## config.mk

```make
export PLATFORM = sky130hd
export DESIGN_NAME = cos_share_alloc
export DESIGN_NICKNAME = d
export VERILOG_FILES = /design/src/rtl/cos_alloc_pkg.sv /design/src/rtl/cos_tuple_merge.sv /design/src/rtl/cos_scan_unit.sv /design/src/rtl/cos_write_seq.sv /design/src/rtl/cos_share_alloc.sv
export SDC_FILE = /design/constraint.sdc
export NUM_CORES = 1
export LEC_CHECK = 0
export BUFFER_PORTS_ARGS = -buffer_cell sky130_fd_sc_hd__buf_4
export CORE_ASPECT_RATIO = 1.1
export CORE_MARGIN = 10
export CORE_UTILIZATION = 52
export DETAILED_ROUTE_END_ITERATION = 8
export PLACE_DENSITY_LB_ADDON = 0.3
export SYNTH_ARGS = -nofsm -noshare
export SYNTH_HDL_FRONTEND = slang
export SYNTH_HIERARCHICAL = 1
export SYNTH_SLANG_ARGS = --single-unit
```

## constraint.sdc

```tcl
create_clock -name clk -period 4.9 [get_ports clk]
set_input_delay 0.49 -clock clk [delete_from_list [all_inputs] [get_ports clk]]
set_output_delay 0.49 -clock clk [all_outputs]
set_load 0.05 [all_outputs]
```

## src/rtl/cos_alloc_pkg.sv

```systemverilog
package cos_alloc_pkg;

    localparam int MASK_W = 8;

    typedef logic [MASK_W-1:0] mask_t;

    localparam mask_t MASK_ONES = '1;

    typedef struct packed {
        mask_t l2;
        mask_t l3c;
        mask_t l3d;
    } tuple_t;

    localparam tuple_t TUPLE_DEFAULT = '1;

    typedef enum logic [1:0] {
        COMP_L2   = 2'd0,
        COMP_L3   = 2'd1,
        COMP_CODE = 2'd2,
        COMP_DATA = 2'd3
    } comp_e;

    typedef enum logic [1:0] {
        RES_OK      = 2'd0,
        RES_NOSPACE = 2'd1,
        RES_BADREQ  = 2'd2
    } res_e;

    typedef enum logic [1:0] {
        ST_IDLE,
        ST_SCAN,
        ST_RESOLVE,
        ST_WRITE
    } state_e;

    // Equality over the members that are active in the current mode.
    function automatic logic tuple_equal(tuple_t a, tuple_t b, logic l3_on);
        return (a.l2 == b.l2) && (!l3_on || ((a.l3c == b.l3c) && (a.l3d == b.l3d)));
    endfunction

    // Range check of a candidate COS against every feature holding a non-default value.
    function automatic logic tuple_fits(int idx, tuple_t t, logic l3_on, logic cdp_on,
                                        int l2_max, int l3_max);
        int  l3_lim;
        logic ok_l2;
        logic ok_l3;
        l3_lim = cdp_on ? ((l3_max + 1) / 2 - 1) : l3_max;
        ok_l2  = (t.l2 == MASK_ONES) || (idx <= l2_max);
        ok_l3  = !l3_on || ((t.l3c == MASK_ONES) && (t.l3d == MASK_ONES)) || (idx <= l3_lim);
        return ok_l2 && ok_l3;
    endfunction

endpackage

```

## src/rtl/cos_tuple_merge.sv

```systemverilog
module cos_tuple_merge
    import cos_alloc_pkg::*;
(
    input  tuple_t      base_i,
    input  logic [1:0]  comp_i,
    input  mask_t       mask_i,
    input  logic        l3_en_i,
    input  logic        cdp_en_i,
    output tuple_t      merged_o,
    output logic        legal_o
);

    always_comb begin
        merged_o = base_i;
        legal_o  = 1'b0;
        case (comp_e'(comp_i))
            COMP_L2: begin
                merged_o.l2 = mask_i;
                legal_o     = 1'b1;
            end
            COMP_L3: begin
                merged_o.l3c = mask_i;
                merged_o.l3d = mask_i;
                legal_o      = l3_en_i;
            end
            COMP_CODE: begin
                merged_o.l3c = mask_i;
                legal_o      = l3_en_i & cdp_en_i;
            end
            default: begin
                merged_o.l3d = mask_i;
                legal_o      = l3_en_i & cdp_en_i;
            end
        endcase
    end

endmodule

```

## src/rtl/cos_scan_unit.sv

```systemverilog
module cos_scan_unit
    import cos_alloc_pkg::*;
#(
    parameter int COS_W      = 3,
    parameter int L2_COS_MAX = 3,
    parameter int L3_COS_MAX = 7
) (
    input  logic             clk,
    input  logic             rst,
    input  logic             start_i,
    input  logic             step_i,
    input  logic [COS_W-1:0] idx_i,
    input  tuple_t           entry_i,
    input  logic             entry_idle_i,
    input  tuple_t           target_i,
    input  logic             l3_en_i,
    input  logic             cdp_en_i,
    output logic             match_found_o,
    output logic [COS_W-1:0] match_idx_o,
    output logic             free_found_o,
    output logic [COS_W-1:0] free_idx_o
);

    logic fit;
    logic hit;
    logic spare;

    always_comb begin
        fit   = tuple_fits(int'(idx_i), target_i, l3_en_i, cdp_en_i, L2_COS_MAX, L3_COS_MAX);
        hit   = tuple_equal(entry_i, target_i, l3_en_i) && fit;
        spare = (idx_i != '0) && entry_idle_i && fit;
    end

    always_ff @(posedge clk) begin
        if (rst || start_i) begin
            match_found_o <= 1'b0;
            match_idx_o   <= '0;
            free_found_o  <= 1'b0;
            free_idx_o    <= '0;
        end else if (step_i) begin
            if (!match_found_o && hit) begin
                match_found_o <= 1'b1;
                match_idx_o   <= idx_i;
            end
            if (!free_found_o && spare) begin
                free_found_o <= 1'b1;
                free_idx_o   <= idx_i;
            end
        end
    end

endmodule

```

## src/rtl/cos_write_seq.sv

```systemverilog
module cos_write_seq
    import cos_alloc_pkg::*;
#(
    parameter int COS_W = 3
) (
    input  logic             clk,
    input  logic             rst,
    input  logic             load_i,
    input  logic [2:0]       set_i,
    input  logic [COS_W-1:0] cos_i,
    input  tuple_t           tuple_i,
    input  logic             cdp_en_i,
    output logic             last_o,
    output logic             wr_valid_o,
    output logic [COS_W-1:0] wr_cos_o,
    output logic [1:0]       wr_comp_o,
    output mask_t            wr_mask_o
);

    logic [2:0]       pend_q;
    logic [2:0]       sel;
    logic [COS_W-1:0] cos_q;
    tuple_t           tuple_q;

    always_comb begin
        sel        = pend_q & (~pend_q + 3'd1);
        wr_valid_o = (pend_q != 3'd0);
        last_o     = wr_valid_o && ((pend_q & (pend_q - 3'd1)) == 3'd0);
        wr_cos_o   = cos_q;
        wr_comp_o  = COMP_L2;
        wr_mask_o  = '0;
        if (sel[0]) begin
            wr_comp_o = COMP_L2;
            wr_mask_o = tuple_q.l2;
        end else if (sel[1]) begin
            wr_comp_o = cdp_en_i ? COMP_CODE : COMP_L3;
            wr_mask_o = tuple_q.l3c;
        end else if (sel[2]) begin
            wr_comp_o = COMP_DATA;
            wr_mask_o = tuple_q.l3d;
        end
    end

    always_ff @(posedge clk) begin
        if (rst) begin
            pend_q  <= 3'd0;
            cos_q   <= '0;
            tuple_q <= TUPLE_DEFAULT;
        end else if (load_i) begin
            pend_q  <= set_i;
            cos_q   <= cos_i;
            tuple_q <= tuple_i;
        end else begin
            pend_q <= pend_q & ~sel;
        end
    end

endmodule

```

## src/rtl/cos_share_alloc.sv

```systemverilog
module cos_share_alloc
    import cos_alloc_pkg::*;
#(
    parameter  int NUM_COS    = 8,
    parameter  int L2_COS_MAX = 3,
    parameter  int L3_COS_MAX = 7,
    parameter  int CNT_W      = 8,
    localparam int COS_W      = (NUM_COS > 1) ? $clog2(NUM_COS) : 1
) (
    input  logic              clk,
    input  logic              rst,
    input  logic              l3_en,
    input  logic              cdp_en,
    input  logic              req_valid,
    input  logic [COS_W-1:0]  req_cos,
    input  logic [1:0]        req_comp,
    input  logic [MASK_W-1:0] req_mask,
    output logic              busy,
    output logic              done,
    output logic [1:0]        done_status,
    output logic [COS_W-1:0]  done_cos,
    output logic              wr_valid,
    output logic [COS_W-1:0]  wr_cos,
    output logic [1:0]        wr_comp,
    output logic [MASK_W-1:0] wr_mask
);

    localparam logic [COS_W-1:0] LAST_IDX = COS_W'(NUM_COS - 1);
    localparam logic [CNT_W-1:0] CNT_ONE  = CNT_W'(1);

    state_e           state_q;
    logic [COS_W-1:0] idx_q;
    logic [COS_W-1:0] old_q;
    tuple_t           new_q;
    logic             bad_q;
    logic [1:0]       comp_q;
    logic             done_q;
    logic [1:0]       status_q;
    logic [COS_W-1:0] dcos_q;

    tuple_t           shad_q [NUM_COS];
    tuple_t           shad_d [NUM_COS];
    logic [CNT_W-1:0] cnt_q  [NUM_COS];
    logic [CNT_W-1:0] cnt_d  [NUM_COS];

    // Request side
    logic [COS_W:0]   req_ext;
    logic             req_in_range;
    tuple_t           base_t;
    tuple_t           merged_t;
    logic             legal;
    logic             req_bad;
    logic             accept;

    always_comb begin
        req_ext      = {1'b0, req_cos};
        req_in_range = req_ext < (COS_W+1)'(NUM_COS);
        base_t       = req_in_range ? shad_q[req_cos] : TUPLE_DEFAULT;
        req_bad      = !legal || !req_in_range ||
                       ((req_cos != '0) && (cnt_q[req_cos] == '0));
        accept       = (state_q == ST_IDLE) && req_valid;
    end

    cos_tuple_merge u_merge (
        .base_i   (base_t),
        .comp_i   (req_comp),
        .mask_i   (req_mask),
        .l3_en_i  (l3_en),
        .cdp_en_i (cdp_en),
        .merged_o (merged_t),
        .legal_o  (legal)
    );

    // Pool walk
    logic             match_found;
    logic [COS_W-1:0] match_idx;
    logic             free_found;
    logic [COS_W-1:0] free_idx;

    cos_scan_unit #(
        .COS_W      (COS_W),
        .L2_COS_MAX (L2_COS_MAX),
        .L3_COS_MAX (L3_COS_MAX)
    ) u_scan (
        .clk           (clk),
        .rst           (rst),
        .start_i       (accept),
        .step_i        (state_q == ST_SCAN),
        .idx_i         (idx_q),
        .entry_i       (shad_q[idx_q]),
        .entry_idle_i  (cnt_q[idx_q] == '0),
        .target_i      (new_q),
        .l3_en_i       (l3_en),
        .cdp_en_i      (cdp_en),
        .match_found_o (match_found),
        .match_idx_o   (match_idx),
        .free_found_o  (free_found),
        .free_idx_o    (free_idx)
    );

    // Decision
    logic             inplace_ok;
    logic             use_match;
    logic             use_inplace;
    logic             use_free;
    logic             resolving;
    logic [2:0]       inplace_set;
    logic [2:0]       fresh_set;
    logic             seq_load;
    logic [2:0]       seq_set;
    logic [COS_W-1:0] seq_cos;
    logic             seq_last;

    always_comb begin
        resolving  = (state_q == ST_RESOLVE);
        inplace_ok = (old_q != '0) && (cnt_q[old_q] == CNT_ONE) &&
                     tuple_fits(int'(old_q), new_q, l3_en, cdp_en, L2_COS_MAX, L3_COS_MAX);
        use_match   = !bad_q && match_found;
        use_inplace = !bad_q && !match_found && inplace_ok;
        use_free    = !bad_q && !match_found && !inplace_ok && free_found;
        case (comp_e'(comp_q))
            COMP_L2:   inplace_set = 3'b001;
            COMP_L3:   inplace_set = cdp_en ? 3'b110 : 3'b010;
            COMP_CODE: inplace_set = 3'b010;
            default:   inplace_set = 3'b100;
        endcase
        fresh_set = !l3_en ? 3'b001 : (cdp_en ? 3'b111 : 3'b011);
        seq_load  = resolving && (use_inplace || use_free);
        seq_set   = use_inplace ? inplace_set : fresh_set;
        seq_cos   = use_inplace ? old_q : free_idx;
    end

    always_comb begin
        for (int i = 0; i < NUM_COS; i++) begin
            cnt_d[i]  = cnt_q[i];
            shad_d[i] = shad_q[i];
        end
        if (resolving) begin
            if (use_match) begin
                if (match_idx != old_q) begin
                    if (old_q != '0)     cnt_d[old_q]     = cnt_q[old_q] - CNT_ONE;
                    if (match_idx != '0) cnt_d[match_idx] = cnt_q[match_idx] + CNT_ONE;
                end
            end else if (use_inplace) begin
                shad_d[old_q] = new_q;
            end else if (use_free) begin
                if (old_q != '0) cnt_d[old_q] = cnt_q[old_q] - CNT_ONE;
                cnt_d[free_idx]  = cnt_q[free_idx] + CNT_ONE;
                shad_d[free_idx] = new_q;
            end
        end
    end

    cos_write_seq #(
        .COS_W (COS_W)
    ) u_wseq (
        .clk        (clk),
        .rst        (rst),
        .load_i     (seq_load),
        .set_i      (seq_set),
        .cos_i      (seq_cos),
        .tuple_i    (new_q),
        .cdp_en_i   (cdp_en),
        .last_o     (seq_last),
        .wr_valid_o (wr_valid),
        .wr_cos_o   (wr_cos),
        .wr_comp_o  (wr_comp),
        .wr_mask_o  (wr_mask)
    );

    always_ff @(posedge clk) begin
        for (int i = 0; i < NUM_COS; i++) begin
            cnt_q[i]  <= rst ? '0 : cnt_d[i];
            shad_q[i] <= rst ? TUPLE_DEFAULT : shad_d[i];
        end
    end

    always_ff @(posedge clk) begin
        if (rst) begin
            state_q  <= ST_IDLE;
            idx_q    <= '0;
            old_q    <= '0;
            new_q    <= TUPLE_DEFAULT;
            bad_q    <= 1'b0;
            comp_q   <= 2'd0;
            done_q   <= 1'b0;
            status_q <= RES_OK;
            dcos_q   <= '0;
        end else begin
            done_q <= 1'b0;
            case (state_q)
                ST_IDLE: begin
                    if (accept) begin
                        old_q   <= req_cos;
                        new_q   <= merged_t;
                        bad_q   <= req_bad;
                        comp_q  <= req_comp;
                        idx_q   <= '0;
                        state_q <= ST_SCAN;
                    end
                end
                ST_SCAN: begin
                    idx_q <= idx_q + 1'b1;
                    if (idx_q == LAST_IDX) state_q <= ST_RESOLVE;
                end
                ST_RESOLVE: begin
                    if (bad_q) begin
                        status_q <= RES_BADREQ;
                        dcos_q   <= old_q;
                    end else if (use_match) begin
                        status_q <= RES_OK;
                        dcos_q   <= match_idx;
                    end else if (use_inplace) begin
                        status_q <= RES_OK;
                        dcos_q   <= old_q;
                    end else if (use_free) begin
                        status_q <= RES_OK;
                        dcos_q   <= free_idx;
                    end else begin
                        status_q <= RES_NOSPACE;
                        dcos_q   <= old_q;
                    end
                    if (seq_load) begin
                        state_q <= ST_WRITE;
                    end else begin
                        done_q  <= 1'b1;
                        state_q <= ST_IDLE;
                    end
                end
                default: begin
                    if (seq_last) begin
                        done_q  <= 1'b1;
                        state_q <= ST_IDLE;
                    end
                end
            endcase
        end
    end

    assign busy        = (state_q != ST_IDLE);
    assign done        = done_q;
    assign done_status = status_q;
    assign done_cos    = dcos_q;

endmodule

```

==> impl_results.md <==
* Cells on Worst Hold Path at 3
* Worst Skew at 0.0300 ns
* Normalized max-slew margin at 0.258
* Hold Crit Class: primary input to register
* GR Overflow Total at 0
* CTS Buffer Depth at 3
* Result of the run: finished clean
* Max_cap viols at 0
* Post-Route WL at 73,800 um
* Initial antenna violation count at 2
* Antenna-violating nets left at 0
* Non-filler cells, final at 2,768
* Post-Place Cells at 2,697
* Required time at the endpoint of the critical path at 5.38 ns
* Cell count of the worst reg-to-reg path at 10
* CTS tree: yes
* DRT Pass-1 Iters at 6
* WL/cell at 26.7 um
* Top-level I/O count at 39
* Routed via count at 18,500
* Number of buffers inserted to repair setup after CTS at 0
* Buffers on Ports at 38
* Die extent in x at 210 um
* Post-CTS sizing at 0
* Core Area at 0.0393 mm2
* Maximum fanout count along the critical path at 24
* Global-route wire length before repair at 111,000 um
* # hold bufs at CTS at 0
* Startpoint Class: register
* Ratio of cells with drive above 1 in the final layout at 0.197
* Clock tree root driver cell: sky130_fd_sc_hd__clkbuf_16
* Leakage power at 8.40 nW
* Critical Path End Type: register
* Die Height at 229 um
* Die area at 0.0482 mm2
* Flops & latches, synth at 341
* Fin. Hold Viols at 0
* Synthesized net count at 2,285
* Summed instance area of the synthesized netlist at 0.0207 mm2
* Synth Warn # at 6
* Mean cell area of the mapped netlist at 9.19 um2
* RSZ-0062 raised after global routing: false
* Maximum vdd drop at 359 uV
* Setup-failing EPs final at 0
* Post-synthesis sequential area ratio at 0.330
* Final RePlAce weighted congestion at 0.997
* Terminus of the critical flop-to-flop path: shad_q[1][10]
* Number of rows in the core area at 76
* Total negative slack at 0 ns
* Worst Hold Path EP: comp_q[0]
* Hpwl dp at 49,900 um
* Initial cell density of the core at 0.527
* Tcrit/Tclk final at 0.831
* Via count of the first global-routing pass at 17,900
* Vias/cell at 6.70
* TritonCTS Buffers at 39
* Worst reg-to-reg setup slack at 0.83 ns
* Most common library cell in the layout ignoring fill and taps: sky130_fd_sc_hd__dfxtp_1
* Area Overhead vs Synth at 9.72%
* Total count of max-transition violations in the final report at 0
* Post-Syn Instances at 2,253
* Commonest cells after routing, fill and taps aside: 339 x sky130_fd_sc_hd__dfxtp_1, 316 x sky130_fd_sc_hd__nor2_1, 301 x sky130_fd_sc_hd__nand2_1
* Clock transition at the register clock pins on the worst setup and hold paths after CTS at 0.06 ns
* Min-Delay Startpoint: req_comp[0]
* Number of enable-type register cells in the synthesized netlist at 0
* Skew-Pair Late Insertion Delay at 0.59 ns
* CTS Sinks at 341
* Period minus WS final at 4.07 ns
* Most used flip-flop cell after synthesis: sky130_fd_sc_hd__dfxtp_1
* Maximum clock rate at 0.246 GHz
* Maximum number of pins on one net before global-route repair at 87
* Pwr Density at 287 mW/mm2
* Transition time of the tightest slew-check pin at 1.11 ns
* Worst path arrival time at 4.55 ns
* H-tree Lvls at 2
* Number of nets in the finished design at 2,263
* Class of the most critical setup path: register to register
* DRC marker count from the first detailed-route iteration at 1,846
* Post-route DRC violation count at 0
* Global Route Usage Sum at 0.297
* Library cells used by synthesis at 83
* Share of synthesized flip-flops with an asynchronous set or reset at 0
[cells in the mapped netlist (17+ instances only)]
cell / count / area, um2
sky130_fd_sc_hd__nor4_1: 25 / 156
sky130_fd_sc_hd__a31oi_1: 20 / 125
sky130_fd_sc_hd__buf_2: 27 / 135
sky130_fd_sc_hd__nand2_1: 301 / 1130
sky130_fd_sc_hd__dfxtp_1: 341 / 6830
sky130_fd_sc_hd__mux4_2: 130 / 2930
sky130_fd_sc_hd__a211oi_1: 26 / 195
sky130_fd_sc_hd__o22ai_1: 20 / 125
sky130_fd_sc_hd__xor2_1: 29 / 254
sky130_fd_sc_hd__a21oi_1: 101 / 505
sky130_fd_sc_hd__buf_6: 23 / 259
sky130_fd_sc_hd__nor2_1: 316 / 1190
sky130_fd_sc_hd__inv_1: 25 / 93.8
sky130_fd_sc_hd__xnor2_1: 17 / 149
sky130_fd_sc_hd__mux2i_1: 214 / 2140
sky130_fd_sc_hd__nand3_1: 84 / 420
sky130_fd_sc_hd__o211ai_1: 36 / 270
sky130_fd_sc_hd__o221ai_1: 18 / 158
sky130_fd_sc_hd__clkbuf_1: 113 / 424
sky130_fd_sc_hd__mux2_2: 87 / 980
sky130_fd_sc_hd__o21ai_0: 73 / 365
[worst max-delay path, stage by stage (launching register included)]
cell and delay (ns):
sky130_fd_sc_hd__dfxtp_1 0.76, sky130_fd_sc_hd__buf_4 0.28, sky130_fd_sc_hd__mux2i_1 0.41, sky130_fd_sc_hd__ha_1 0.26, sky130_fd_sc_hd__o2111ai_1 0.26, sky130_fd_sc_hd__nor3_1 0.26
sky130_fd_sc_hd__and2_1 0.56, sky130_fd_sc_hd__mux2i_1 0.23, sky130_fd_sc_hd__nor2_4 0.14, sky130_fd_sc_hd__buf_4 0.49, sky130_fd_sc_hd__mux2i_1 0.26
[state kept, by name (all words and copies together) (netlist names), 3 cells and up, named ones only]
register,cells
cnt_q,64
done_cos,3
idx_q,3
new_q,24
old_q,3
shad_q,192
u_scan/free_idx_o,3
u_scan/match_idx_o,3
u_wseq/pend_q,3
u_wseq/tuple_q,24
u_wseq/wr_cos_o,3
[power breakdown]
part / total (mW) / switching [mW] / internal (mW) / leakage, nW
Combinational: 0.586 / 0.373 / 0.214 / 4.99
Clock: 3.03 / 1.27 / 1.76 / 0.645
Sequential: 2.90 / 0.0891 / 2.81 / 2.76
Total: 6.51 / 1.73 / 4.78 / 8.40
[stage by stage]
stage                     setup WS [ns]  total power, mW   util  hold WS, ns  instance area (um2)
after floorplan                    1.29             3.34      -        0.431                20700
after global placement             1.02             3.53  0.545        0.459                21400
after detailed placement          0.921             3.54  0.545        0.471                21400
after CTS                         0.907             6.53  0.579        0.166                22700
after global routing              0.588             6.67  0.579        0.184                22700
final                             0.831             6.51  0.579        0.177                22700
[per-layer routing]
metal,track usage,share of wire
met5,0,0.00018
met4,0.204,0.075
met3,0.0512,0.074
met2,0.482,0.47
met1,0.353,0.38
[worst max path at each step]
stage,start,end,depth (start not counted)
after floorplan,register,u_scan/match_idx_o[0],10
after global placement,register,shad_q[3][2],7
after detailed placement,register,shad_q[0][15],10
after CTS,register,shad_q[0][14],10
after global routing,register,shad_q[5][10],9
final,register,shad_q[1][10],10
[final cells by class]
cell class,count,area (um2)
Multi-Input combinational cell,1700,12900
Timing Repair Buffer,120,945
Sequential cell,341,6830
Inverter,29,114
Clock buffer,59,1160
Clock inverter,11,150
Tap cell,507,634
Fill cell,3386,16500
Antenna cell,1,2.50
[kinds of logic after synthesis]
logic type                 share of synthesized area
xor gates and xnor gates                      0.0194
and+or+nand+nor                                0.177
muxes                                          0.295
DFF                                            0.330
AOI/OAI and AO/OA                              0.122
buffers and inverters                         0.0492
adders and majority gates                    0.00846
Power figures use the tool's default switching activity.
